### src/rtl/spi_dwc_pkg.sv
package spi_dwc_pkg;

    localparam int BYTE_W = 8;
    localparam int ADDR_W = 8;
    localparam int CNT_W  = $clog2(BYTE_W);

    localparam logic [BYTE_W-1:0] OP_WRITE = 8'h02;
    localparam logic [BYTE_W-1:0] OP_READ  = 8'h03;
    localparam logic [BYTE_W-1:0] OP_WREN  = 8'h06;

    typedef enum logic [2:0] {
        PH_CMD,
        PH_ADDR,
        PH_RDATA,
        PH_WDATA,
        PH_SKIP
    } phase_e;

    // Edge events of the serial pins in the system clock domain
    typedef struct packed {
        logic sck_rise;
        logic sck_fall;
        logic cs_rise;
        logic cs_fall;
        logic sel;
        logic mosi;
    } spi_evt_t;

    function automatic logic [BYTE_W-1:0] shift_in(input logic [BYTE_W-1:0] cur,
                                                   input logic bit_in);
        return {cur[BYTE_W-2:0], bit_in};
    endfunction

endpackage

### src/rtl/spi_dwc_sync.sv
module spi_dwc_sync
    import spi_dwc_pkg::*;
#(
    parameter int STAGES = 2
) (
    input  logic     clk,
    input  logic     rst,
    input  logic     sck,
    input  logic     cs_n,
    input  logic     mosi,
    output spi_evt_t evt
);
    localparam int NSIG = 3;

    logic [NSIG-1:0] raw;
    logic [NSIG-1:0] synced;
    logic            sck_d, cs_d;

    assign raw = {mosi, cs_n, sck};

    genvar g;
    generate
        for (g = 0; g < NSIG; g++) begin : g_chain
            logic [STAGES-1:0] chain;
            always_ff @(posedge clk) begin
                if (rst) chain <= '0;
                else     chain <= {chain[STAGES-2:0], raw[g]};
            end
            assign synced[g] = chain[STAGES-1];
        end
    endgenerate

    // Select chain resets low: a select held low through reset gives no fall
    always_ff @(posedge clk) begin
        if (rst) begin
            sck_d <= 1'b0;
            cs_d  <= 1'b0;
        end else begin
            sck_d <= synced[0];
            cs_d  <= synced[1];
        end
    end

    always_comb begin
        evt.sck_rise = synced[0] & ~sck_d;
        evt.sck_fall = ~synced[0] & sck_d;
        evt.cs_rise  = synced[1] & ~cs_d;
        evt.cs_fall  = ~synced[1] & cs_d;
        evt.sel      = ~synced[1];
        evt.mosi     = synced[2];
    end

endmodule

### src/rtl/spi_dwc_ctrl.sv
module spi_dwc_ctrl
    import spi_dwc_pkg::*;
(
    input  logic              clk,
    input  logic              rst,
    input  spi_evt_t          evt,
    input  logic              prog_busy,
    output logic              armed,
    output logic              wel,
    output logic [CNT_W-1:0]  bcnt,
    output logic              rd_phase,
    output logic              byte_start,
    output logic [ADDR_W-1:0] addr,
    output logic              stage_valid,
    output logic [ADDR_W-1:0] stage_addr,
    output logic [BYTE_W-1:0] stage_data,
    output logic              wr_commit
);
    localparam logic [CNT_W-1:0] LAST_BIT = CNT_W'(BYTE_W - 1);

    phase_e            phase;
    logic [BYTE_W-1:0] sh;
    logic [BYTE_W-1:0] byte_w;
    logic              rd_mode;
    logic              wr_ok;

    assign byte_w     = shift_in(sh, evt.mosi);
    assign rd_phase   = (phase == PH_RDATA);
    assign byte_start = (bcnt == '0);

    always_ff @(posedge clk) begin
        if (rst) begin
            armed       <= 1'b0;
            wel         <= 1'b0;
            phase       <= PH_CMD;
            bcnt        <= '0;
            sh          <= '0;
            rd_mode     <= 1'b0;
            wr_ok       <= 1'b0;
            addr        <= '0;
            stage_valid <= 1'b0;
            stage_addr  <= '0;
            stage_data  <= '0;
            wr_commit   <= 1'b0;
        end else begin
            stage_valid <= 1'b0;
            wr_commit   <= 1'b0;
            if (evt.cs_fall) begin
                armed <= 1'b1;
                bcnt  <= '0;
                phase <= PH_CMD;
            end
            if (evt.cs_rise) begin
                if (armed && phase == PH_WDATA && wr_ok && !prog_busy) begin
                    wr_commit <= 1'b1;
                    wel       <= 1'b0;
                end
                phase <= PH_CMD;
                bcnt  <= '0;
                wr_ok <= 1'b0;
            end else if (armed && evt.sel && evt.sck_rise) begin
                bcnt <= bcnt + 1'b1;
                sh   <= byte_w;
                if (bcnt == LAST_BIT) begin
                    unique case (phase)
                        PH_CMD: begin
                            if (byte_w == OP_WREN) begin
                                wel   <= 1'b1;
                                phase <= PH_SKIP;
                            end else if (byte_w == OP_READ) begin
                                rd_mode <= 1'b1;
                                phase   <= PH_ADDR;
                            end else if (byte_w == OP_WRITE && wel && !prog_busy) begin
                                rd_mode <= 1'b0;
                                phase   <= PH_ADDR;
                            end else begin
                                phase <= PH_SKIP;
                            end
                        end
                        PH_ADDR: begin
                            addr  <= byte_w;
                            phase <= rd_mode ? PH_RDATA : PH_WDATA;
                        end
                        PH_WDATA: begin
                            stage_valid <= 1'b1;
                            stage_addr  <= addr;
                            stage_data  <= byte_w;
                            addr        <= addr + 1'b1;
                            wr_ok       <= 1'b1;
                        end
                        PH_RDATA: addr <= addr + 1'b1;
                        default: ;
                    endcase
                end
            end
        end
    end

endmodule

### src/rtl/spi_dwc_tx.sv
module spi_dwc_tx
    import spi_dwc_pkg::*;
(
    input  logic              clk,
    input  logic              rst,
    input  spi_evt_t          evt,
    input  logic              armed,
    input  logic              rd_phase,
    input  logic              byte_start,
    input  logic [BYTE_W-1:0] rd_data,
    output logic              miso,
    output logic              miso_oe
);
    logic [BYTE_W-1:0] sh;

    always_ff @(posedge clk) begin
        if (rst) begin
            miso <= 1'b0;
            sh   <= '0;
        end else if (armed && evt.sel && evt.sck_fall && rd_phase) begin
            if (byte_start) begin
                miso <= rd_data[BYTE_W-1];
                sh   <= {rd_data[BYTE_W-2:0], 1'b0};
            end else begin
                miso <= sh[BYTE_W-1];
                sh   <= {sh[BYTE_W-2:0], 1'b0};
            end
        end
    end

    assign miso_oe = armed & evt.sel;

endmodule

### src/rtl/spi_dwc_slave.sv
module spi_dwc_slave
    import spi_dwc_pkg::*;
#(
    parameter int SYNC_STAGES = 2
) (
    input  logic              clk,
    input  logic              rst,
    input  logic              spi_sck,
    input  logic              spi_cs_n,
    input  logic              spi_mosi,
    output logic              spi_miso,
    output logic              spi_miso_oe,
    output logic              standby,
    output logic [ADDR_W-1:0] reg_addr,
    input  logic [BYTE_W-1:0] rd_data,
    output logic              stage_valid,
    output logic [ADDR_W-1:0] stage_addr,
    output logic [BYTE_W-1:0] stage_data,
    output logic              wr_commit,
    input  logic              prog_busy
);
    spi_evt_t         evt;
    logic             armed, wel, rd_phase, byte_start;
    logic [CNT_W-1:0] bcnt;
    logic             sck_fall, cs_rise;

    assign sck_fall = evt.sck_fall;
    assign cs_rise  = evt.cs_rise;

    spi_dwc_sync #(.STAGES(SYNC_STAGES)) u_sync (
        .clk  (clk),
        .rst  (rst),
        .sck  (spi_sck),
        .cs_n (spi_cs_n),
        .mosi (spi_mosi),
        .evt  (evt)
    );

    spi_dwc_ctrl u_ctrl (
        .clk         (clk),
        .rst         (rst),
        .evt         (evt),
        .prog_busy   (prog_busy),
        .armed       (armed),
        .wel         (wel),
        .bcnt        (bcnt),
        .rd_phase    (rd_phase),
        .byte_start  (byte_start),
        .addr        (reg_addr),
        .stage_valid (stage_valid),
        .stage_addr  (stage_addr),
        .stage_data  (stage_data),
        .wr_commit   (wr_commit)
    );

    spi_dwc_tx u_tx (
        .clk        (clk),
        .rst        (rst),
        .evt        (evt),
        .armed      (armed),
        .rd_phase   (rd_phase),
        .byte_start (byte_start),
        .rd_data    (rd_data),
        .miso       (spi_miso),
        .miso_oe    (spi_miso_oe)
    );

    assign standby = ~evt.sel & ~prog_busy;

endmodule

### config.mk
export PLATFORM = sky130hd
export DESIGN_NAME = spi_dwc_slave
export DESIGN_NICKNAME = d
export VERILOG_FILES = /design/src/rtl/spi_dwc_pkg.sv /design/src/rtl/spi_dwc_sync.sv /design/src/rtl/spi_dwc_ctrl.sv /design/src/rtl/spi_dwc_tx.sv /design/src/rtl/spi_dwc_slave.sv
export SDC_FILE = /design/constraint.sdc
export NUM_CORES = 1
export LEC_CHECK = 0
export ABC_AREA = 0
export BUFFER_PORTS_ARGS = -buffer_cell sky130_fd_sc_hd__buf_2
export CAP_MARGIN = 20
export CORE_ASPECT_RATIO = 1.2
export CORE_MARGIN = 2
export CORE_UTILIZATION = 25
export CTS_BUF_LIST = sky130_fd_sc_hd__clkbuf_4
export DETAILED_ROUTE_END_ITERATION = 10
export SYNTH_ARGS = -nofsm -noshare
export SYNTH_HDL_FRONTEND = slang
export SYNTH_SLANG_ARGS = --single-unit
### constraint.sdc
create_clock -name clk -period 2.24 [get_ports clk]
set_input_delay 0.224 -clock clk [delete_from_list [all_inputs] [get_ports clk]]
set_output_delay 0.224 -clock clk [all_outputs]
set_load 0.03 [all_outputs]
[Word level (Yosys, flattened, before mapping)]
Index checks and enable logic that the tools add are counted.
Storage, ports and cells
  register bits: 60
  input port bits: 14
  output and inout bits: 29
  logic and storage cells: 96
Operators by class
  add/subtract/negate cells: 2
  equal/unequal tests: 8
  muxes and demuxes: 23
  bitwise gates (word level): 15
  reductions and logical operators: 29
Operator list (count)
  3-bit two-way mux: 8
  8-bit by 2-bit equality test with 1-bit output (second input constant): 2
  8-bit one-hot mux with 2 select lines: 1
  2-bit nonzero test: 7
  1-bit two-way mux: 12
  1-bit logical AND: 9
  1-bit inverter: 9
  8-bit by 1-bit adder with 8-bit output (second input constant): 1
  8-bit by 3-bit equality test with 1-bit output (second input constant): 1
  8-bit two-way mux: 1
  4-bit AND reduction: 2
  1-bit bitwise AND: 6
  3-bit by 2-bit equality test with 1-bit output (second input constant): 2
  3-bit logical NOT: 2
  3-bit one-hot mux with 2 select lines: 1
  6-bit AND reduction: 1
  2-bit OR reduction: 3
  5-bit AND reduction: 1
  4-bit OR reduction: 1
  3-bit by 1-bit adder with 3-bit output (second input constant): 1
  3-bit by 1-bit equality test with 1-bit output (second input constant): 1
  3-bit equality test (second input constant): 1
  3-bit AND reduction: 1
  2-bit by 1-bit inequality test with 1-bit output (second input constant): 1
  other kinds (2): 2

[Depth between registers and ports, before layout]
Gate-level depths: netlist (run 1).
  depth after elaboration: 9
  depth in mapped cells: 7
  depth with buffers taken out: 6

[Hierarchy]
From an unflattened synthesis (run 1), not the netlist that was laid out.
Unflattened totals
  cells, all modules: 281
  area, all modules: 2586.2 um^2
Modules (own cells, without submodules)
  spi_dwc_ctrl: times used 1, cells an instance 220, area an instance 1938.1 um^2, seq. area each 860.8 um^2
  spi_dwc_tx: times used 1, cells an instance 38, area an instance 397.9 um^2, seq. area each 160.2 um^2
  spi_dwc_sync: times used 1, cells an instance 22, area an instance 246.5 um^2, seq. area each 160.2 um^2
  spi_dwc_slave: times used 1, cells an instance 1, area an instance 3.8 um^2, seq. area each 0.0 um^2

[Least setup slack after synthesis (run 1)]
No wires, ideal clock.
  path type: flip-flop to flip-flop
  start point: register u_ctrl.armed
  end point: register u_tx.sh[5]
  setup time: 0.086 ns
  data arrival time: 1.624 ns
  data required time: 2.154 ns
  path slack: 0.530 ns
  cell stages (with the launch flop): 7
  buffers on the path: 2
  clock period less this slack: 1.710 ns
  cells stage by stage: dfxtp_1 nor2b_1 and3_1 buf_4 buf_4 nor2_1 a211oi_1
Between the ends
  cells in the longest elaborated chain, start to end: 3
RTL lines
  start: declaration: RTL line spi_dwc_ctrl.sv:8  | output logic armed,
  start signal: assignment: RTL line spi_dwc_ctrl.sv:33  | armed <= 1'b0;
  start signal: assignment: RTL line spi_dwc_ctrl.sv:49  | armed <= 1'b1;
  1-bit logical AND (3 in series): RTL line spi_dwc_tx.sv:20  | end else if (armed && evt.sel && evt.sck_fall && rd_phase) begin
  end signal: assignment: RTL line spi_dwc_tx.sv:23  | sh <= {rd_data[BYTE_W-2:0], 1'b0};
  end signal: assignment: RTL line spi_dwc_tx.sv:26  | sh <= {sh[BYTE_W-2:0], 1'b0};
  end: declaration: RTL line spi_dwc_tx.sv:14  | logic [BYTE_W-1:0] sh;
No other way between the ends.
A chain may end at the register's enable or synchronous reset.

[Worst setup path in the final report (run 1)]
  start point: register u_ctrl.bcnt[1]
  end point: register u_ctrl.addr[5]
Between the ends
  cells in the longest elaborated chain, start to end: 2
RTL lines
  start: declaration: RTL line spi_dwc_ctrl.sv:10  | output logic [CNT_W-1:0] bcnt,
  start signal: assignment: RTL line spi_dwc_ctrl.sv:62  | bcnt <= bcnt + 1'b1;
  3-bit equality test: RTL line spi_dwc_ctrl.sv:64  | if (bcnt == LAST_BIT) begin
  4-bit AND reduction (no line)
  end signal: assignment: RTL line spi_dwc_ctrl.sv:81  | addr <= byte_w;
  end signal: assignment: RTL line spi_dwc_ctrl.sv:88  | addr <= addr + 1'b1;
  end signal: assignment: RTL line spi_dwc_ctrl.sv:91  | PH_RDATA: addr <= addr + 1'b1;
  end: declaration: RTL line spi_dwc_ctrl.sv:13  | output logic [ADDR_W-1:0] addr,
No other way between the ends.

==> impl_metrics.tcl, run 1 <==
set metrics [dict create \
    synth_top_area_share 0.472 \
    wl_per_cell_um 12.1 \
    grt_pass1_wl_um 9410 \
    routed_wl_um 5620 \
    syn_to_final_growth_pct 20.7 \
    tritoncts "built" \
    core_um2 9860 \
    synth_cells 293 \
    slew_viol_final 0 \
    yosys.cell_types.count 42 \
    relSlewSlack 0.622 \
    crit_required_ns 2.51 \
    fmax_mhz 547 \
    clock_latency_ns 0.40 \
    numCtsBuffers 9 \
    ys.warnings.count 0 \
    gr-total-overflow 0 \
    h-tree-depth 3 \
    outcome "completed" \
    cts_resized 0 \
    crit_type "flip-flop to flip-flop" \
    async_flop_share 0 \
    ys_seq_area_frac 0.472 \
    rsz0062_at_grt "false" \
    cp_data_arrival_time_ns 2.10 \
    max-vdd-ir-drop_mv 0.365 \
    power_per_cell_area_nw_per_um2 688 \
    finClkSkew_ns 0.0101 \
    synth_ff_type "dfxtp_1" \
    vias 2171 \
    fillerInstances 1052 \
    synth_edf_count 0 \
    post_cts_buffers 0 \
    ff2ff_path_depth 6 \
    tightest_slew_ns 0.567 \
    die-height_um 114 \
    regArea_um2 1180 \
    grt.total_usage 0.111 \
    clock-sinks 59 \
    start_util 0.254 \
    post-dp-hpwl_um 3940 \
    num_rows 40 \
    firstDrtPassIters 4 \
    clockRootBuffer "clkbuf_4" \
    syn_area_um2 2500 \
    synth_top_area_cell "dfxtp_1" \
    drv_cap 0 \
    synth_area_per_cell_um2 8.53 \
    io_pins 43 \
    path_max_fanout 7 \
    hold_depth 2 \
    finalSetupTns_ns 0 \
    start_kind "flip-flop" \
    synth_area_leaders "dfxtp_1, nand2_1, a21oi_1" \
    ant_nets 0 \
    setup_viol 0 \
    synth_nets 311 \
    die_area_um2 10800 \
    cts_buffer_depth 2 \
    finalHoldViolCount 0 \
    antenna_cells 0 \
    ys_ff_latch 59 \
    hp-class "input pin to flip-flop" \
    io_buffers 42 \
    multi_input_area_um2 1210 \
    path_clk_slew_ns 0.10 \
    fin_area_um2 3020 \
    drive_gt1_frac 0.195 \
    postPlaceCellArea_um2 2830 \
    nets 351 \
    critPathCaptureType "flip-flop" \
    drcViolationCount 0 \
    fin_crit_sh 0.816 \
    postCtsHoldBufs 0 \
    drtIter0Drc 105 \
    grt_pass1_vias 1993 \
    antenna_found_initial 0 \
    gp_congestion 0.822 \
    leakagePower_nw 1.17 \
    vias_per_cell 4.68 \
    die_x_um 95.3 \
    min_period_ns 1.83 \
    grt_max_degree 40 \
]
## cell type report
cell class	instances	share of cell area
multi-input cells	210	0.401
flip-flops and latches	59	0.392
repair buffers	47	0.0863
well taps	126	0.0523
clock inverters	7	0.0386
clock buffers	9	0.0224
inverters	6	0.00747
## cells in the mapped netlist, drive strengths merged (5+ instances only)
library cell	number
inv	6
nand2	54
clkbuf	10
a211oi	8
nand3	7
mux2i	8
dfxtp	59
a21oi	38
o21ai	11
nor2	17
nor2b	13
nand2b	5
buf	8
nor3	5
## worst max-delay path, cell delays in order, from the launching register on
cell	delay, ns
dfxtp_1	0.37
ha_1	0.16
ha_1	0.20
nand2b_1	0.18
or3_1	0.49
o21ai_0	0.21
a21oi_1	0.08
## stage by stage
stage	power (mW)	std cells	util	setup slack (ns)	hold WS, ns
2_1_floorplan	1.12	293	-	0.530	0.352
3_3_place_gp	1.14	448	0.287	0.541	0.418
3_5_place_dp	1.14	448	0.287	0.455	0.422
4_1_cts	2.11	464	0.306	0.432	0.00664
5_1_grt	2.17	464	0.306	0.221	0.0204
6_report	2.08	464	0.306	0.413	0.0318
## power breakdown
part,switching [mW],internal [mW]
logic,0.0303,0.0206
clock network,0.404,0.560
registers,0.00624,1.05
## cell families after synthesis
logic type               synth area share
buffers and inverters              0.0430
flip-flops                          0.472
adder cells (fa/ha/maj)            0.0200
AO/OA/AOI/OAI                       0.154
multiplexers                       0.0365
AND/OR/NAND/NOR                     0.274
## state kept, by name, summed over array words and instances (netlist names), 3 cells and up
signal                cells
u_tx.sh                   7
u_ctrl.sh                 7
u_ctrl.stage_addr         8
u_ctrl.bcnt               3
u_ctrl.stage_data         8
u_ctrl.phase              3
u_sync.g_chain.chain      6
u_ctrl.addr               8
## cells in the final DEF (no fill, tap or decap), types with 3 or more instances in the layout
cell,count
dfxtp_1,59
nand2_1,54
buf_2,42
a21oi_1,38
nor2_1,17
nor2b_1,13
o21ai_0,11
clkbuf_4,9
mux2i_1,8
a211oi_1,8
nand3_1,7
inv_1,6
nand2b_1,5
nor3_1,4
and3_1,4
and2_1,4
ha_1,4
buf_4,4
nand4_1,3
nor4_1,3
a31oi_1,3
clkinvlp_4,3
bufinv_16,3
## final timing paths
path | startpoint | slack, ns | end
worst min-delay path | spi_sck | 0.03 | u_sync.g_chain[0].chain[0]
worst max register to register | u_ctrl.bcnt[1] | 0.41 | u_ctrl.addr[5]
worst min register to register | u_sync.g_chain[1].chain[0] | 0.45 | u_sync.g_chain[1].chain[1]
worst max-delay path | u_ctrl.bcnt[1] | 0.41 | u_ctrl.addr[5]
## routing by layer
metal	up-vias	global-route usage	part of all wire
li1	1103	-	-
met1	988	0.142	0.46
met2	69	0.174	0.47
met3	11	0.0376	0.058
met4	0	0.0377	0.016
met5	-	0	0
No activity file was read; power rests on OpenSTA's default activity.
==> run 2, diff against run 1 <==
- clock period: 2.24 -> 1.5 ns (I/O delays scaled with it)
==> impl_metrics.tcl, run 2 (synthesis results as in run 1) <==
set metrics [dict create \
    outcome "finished with violations" \
    violations "setup timing" \
    setup_viol 2 \
    start_util 0.254 \
    drive_gt1_frac 0.311 \
    clock-sinks 59 \
    min_period_ns 1.52 \
    grt.total_usage 0.119 \
    grt_max_degree 40 \
    antenna_found_initial 0 \
    grt_pass1_wl_um 10100 \
    syn_to_final_growth_pct 34.1 \
    hp-class "input pin to flip-flop" \
    crit_family "simple AND/OR/NAND/NOR gates" \
    clock_latency_ns 0.40 \
    io_buffers 42 \
    path_clk_slew_ns 0.10 \
    hp-start "rd_data[4]" \
    finClkSkew_ns 0.0118 \
    crit_required_ns 1.77 \
    worst_path_max_delay_cell "or4b_1" \
    ant_nets 0 \
    max-vdd-ir-drop_mv 0.526 \
    cpPeakStageDelay_ns 0.48 \
    die-height_um 114 \
    gp_congestion 0.790 \
    vias_per_cell 4.66 \
    fin_crit_sh 1.01 \
    die_area_um2 10800 \
    top_regs "u_ctrl.addr x8, u_ctrl.stage_addr x8, u_ctrl.stage_data x8" \
    relSlewSlack 0.713 \
    post-dp-hpwl_um 4340 \
    firstDrtPassIters 4 \
    core_um2 9860 \
    antenna_cells 0 \
    r2r_start "u_ctrl.bcnt[1]" \
    numCtsBuffers 9 \
    finalHoldViolCount 0 \
    total_power_mw 2.75 \
    io_pins 43 \
    cts_buffer_depth 2 \
    fmax_mhz 660 \
    power_per_cell_area_nw_per_um2 819 \
    fin_ws_ns -0.0162 \
    nets 387 \
    wl_per_cell_um 12.3 \
    cpMostUsedCell "ha_4" \
    vias 2324 \
    drtIter0Drc 104 \
    clockRootBuffer "clkbuf_4" \
    path_buf_inv 0 \
    startpoint "u_ctrl.bcnt[1]" \
    gr-total-overflow 0 \
    drv_cap 0 \
    tightest_slew_ns 0.430 \
    mostFrequentLayoutCell "dfxtp_1" \
    grt_pass1_vias 2178 \
    slew_viol_final 0 \
    crit_type "flip-flop to flip-flop" \
    critPathCaptureType "flip-flop" \
    leakagePower_nw 1.35 \
    num_rows 40 \
    cp_data_arrival_time_ns 1.79 \
    path_cells "ha_4 > ha_4 > nand2b_4 > or4b_1 > o211ai_1 > a21oi_1" \
    final_cell_mix "dfxtp_1, nand2_1, buf_2, a21oi_1, buf_4" \
    fillerInstances 1023 \
    drcViolationCount 0 \
    start_kind "flip-flop" \
    routed_wl_um 6130 \
    tritoncts "built" \
    die_x_um 95.3 \
    fin_util 0.340 \
    path_max_fanout 6 \
    h-tree-depth 3 \
    rsz0062_at_grt "true" \
]
-- run 2: final timing paths --
kind	to	slack, ns	cells after the start
worst max-delay path	u_ctrl.phase[0]	-0.02	6
worst min-delay path	u_tx.sh[5]	0.08	3
worst max register to register	u_ctrl.phase[0]	-0.02	6
worst min register to register	u_sync.g_chain[0].chain[1]	0.44	1
-- run 2: routing by layer --
| metal | up-vias | routed length, um | global-route usage |
|---|---|---|---|
| met2 | 59 | 2960 | 0.191 |
| li1 | 1172 | - | - |
| met3 | 4 | 317 | 0.0416 |
| met1 | 1089 | 2820 | 0.146 |
| met5 | - | 0 | 0 |
| met4 | 0 | 35 | 0.0415 |
-- run 2: stage by stage --
step / worst slack (ns) / cell area [um2] / hold slack [ns] / instances / TNS (ns)
finish: -0.0162 / 3350 / 0.0847 / 499 / -0.0224
global route: -0.0568 / 3350 / 0.0674 / 499 / -0.288
CTS: -0.0172 / 3290 / 0.0518 / 496 / -0.0172
detailed placement: -0.0875 / 3110 / 0.363 / 477 / -0.517
global placement: -0.0333 / 3110 / 0.360 / 477 / -0.148
floorplan: -0.00657 / 2550 / 0.278 / 293 / -0.0291
-- run 2: power by group --
part           switching (mW)  internal (mW)  total [mW]
combinational          0.0532         0.0449      0.0980
sequential            0.00582           1.58        1.58
clock                   0.579          0.487        1.07
-- run 2: final cells by class --
| cell class | count | area (um2) | share of cell area |
|---|---|---|---|
| flip-flops and latches | 59 | 1190 | 0.354 |
| clock buffers | 9 | 67.6 | 0.0202 |
| multi-input cells | 210 | 1300 | 0.387 |
| inverters | 6 | 22.5 | 0.00672 |
| repair buffers | 83 | 563 | 0.168 |
| clock inverters | 6 | 57.6 | 0.0172 |
| well taps | 126 | 158 | 0.0470 |
-- run 2: timing repair --
item | CTS | global route
cloned | 0 | 0
resized for setup | 4 | 16
endpoints found under the setup margin | 9 | 23
hold buffers | 4 | 0
pin swaps | 4 | 10
buffers inserted | 0 | 3
endpoints found under the hold margin | 4 | 0
-- run 2: worst reg2reg max path, delay by kind of cell, from the launching register on --
kind | cells | cell delay (ns)
compound gates | 2 | 0.20
fa+ha+maj | 2 | 0.28
flops | 1 | 0.37
simple gates | 2 | 0.55
==> run 3, diff against run 2 <==
- clock period: 1.5 -> 1.55 ns (I/O delays scaled with it)
==> impl_metrics.tcl, run 3 (synthesis results as in run 1) <==
set metrics [dict create \
    fin_util 0.335 \
    fin_crit_sh 0.972 \
    crit_type "flip-flop to flip-flop" \
    vias_per_cell 4.57 \
    clock_latency_ns 0.40 \
    io_buffers 42 \
    vias 2268 \
    path_clk_slew_ns 0.10 \
    relSlewSlack 0.722 \
    crit_required_ns 1.87 \
    antenna_found_initial 0 \
    mostFrequentLayoutCell "dfxtp_1" \
    grt_pass1_wl_um 9880 \
    outcome "completed" \
    cp_data_arrival_time_ns 1.83 \
    grt_pass1_vias 2220 \
    core_um2 9860 \
    antenna_cells 0 \
    ff2ff_setup_slack_ns 0.04 \
    drive_gt1_frac 0.278 \
    dpl.cell_count 476 \
    ant_nets 0 \
    numCtsBuffers 9 \
    start_kind "flip-flop" \
    die-height_um 114 \
    final_cell_mix "dfxtp_1, nand2_1, buf_2, a21oi_1, buf_4" \
    num_rows 40 \
    rsz0062_at_grt "true" \
    die_x_um 95.3 \
    path_max_fanout 7 \
    clock-sinks 59 \
    tritoncts "built" \
    max-vdd-ir-drop_mv 0.497 \
    nets 383 \
    grt.total_usage 0.117 \
    clockRootBuffer "clkbuf_4" \
    die_area_um2 10800 \
    post_layout_nonfiller_instances 496 \
    firstDrtPassIters 4 \
    drv_cap 0 \
    hp-class "input pin to flip-flop" \
    drcViolationCount 0 \
    slew_viol_final 0 \
    wl_per_cell_um 11.9 \
    routed_wl_um 5920 \
    start_util 0.254 \
    cts_buffer_depth 2 \
    grt_max_degree 40 \
    post_cts_buffers 0 \
    power_per_cell_area_nw_per_um2 862 \
    setup_viol 0 \
    tightest_slew_ns 0.417 \
    min_period_ns 1.51 \
    top_regs "u_ctrl.addr x8, u_ctrl.stage_addr x8, u_ctrl.stage_data x8" \
    fmax_mhz 663 \
    drtIter0Drc 72 \
    h-tree-depth 3 \
    syn_to_final_growth_pct 32.0 \
    leakagePower_nw 1.34 \
    gp_congestion 0.786 \
    post-dp-hpwl_um 4360 \
    finalHoldViolCount 0 \
    gr-total-overflow 0 \
    critPathCaptureType "flip-flop" \
    finClkSkew_ns 0.0132 \
    io_pins 43 \
]
-- run 3: cell types whose count changed in the layout (fill, tap and decap cells not counted), sizes merged --
cell / change
buf: -4
bufinv: +1
clkbuf: +1
clkinv: -1
-- run 3: timing repair --
| item | in CTS | in global routing |
|---|---|---|
| hold buffers | 4 | 0 |
| pin swaps | 1 | 7 |
| gates resized for setup | 7 | 7 |
| endpoints found under the setup margin | 8 | 19 |
| hold endpoints to repair | 4 | 0 |
-- run 3: critical path, cell delays in order (launching register included) --
cell,delay [ns]
dfxtp_2,0.37
ha_4,0.14
ha_4,0.14
nand2b_4,0.08
or3_4,0.42
a21o_1,0.17
a21oi_1,0.13
-- run 3: layer usage --
layer / up-vias / GRT usage / share of wire
li1: 1174 / - / -
met4: 0 / 0.0464 / 0.0068
met1: 1035 / 0.134 / 0.44
met3: 4 / 0.0370 / 0.056
met5: - / 0 / 0
met2: 55 / 0.199 / 0.50
-- run 3: cell type report --
type / instances / area (um2)
clock buffers: 10 / 75.1
clock inverters: 6 / 80.1
fillers: 1015 / 6560
inverters: 6 / 22.5
multi-input cells: 210 / 1260
flip-flops and latches: 59 / 1180
well taps: 126 / 158
repair buffers: 79 / 523
-- run 3: stage by stage --
stage                     total power, mW  hold slack (ns)  TNS [ns]  worst slack (ns)  cell area [um2]
after floorplan                      1.61            0.283  -0.00785          -0.00165             2520
after global placement               1.65            0.367    -0.182           -0.0421             3080
after detailed placement             1.65            0.369    -0.401           -0.0731             3080
after CTS                            2.90           0.0518         0            0.0173             3290
after global routing                 2.97           0.0716   -0.0162           -0.0162             3300
final                                2.84           0.0868         0            0.0428             3300
-- run 3: worst paths after layout --
path / to / depth (start not counted) / from
worst max-delay path: u_ctrl.addr[7] / 6 / u_ctrl.bcnt[0]
worst min-delay path: u_tx.sh[7] / 3 / rd_data[6]
worst max register to register: u_ctrl.addr[7] / 6 / u_ctrl.bcnt[0]
worst min register to register: u_sync.g_chain[0].chain[1] / 1 / u_sync.g_chain[0].chain[0]
-- run 3: power breakdown --
part / leakage (nW) / internal (mW) / switching [mW]
logic: 0.776 / 0.0422 / 0.0492
clock network: 0.0815 / 0.660 / 0.562
registers: 0.478 / 1.52 / 0.00566
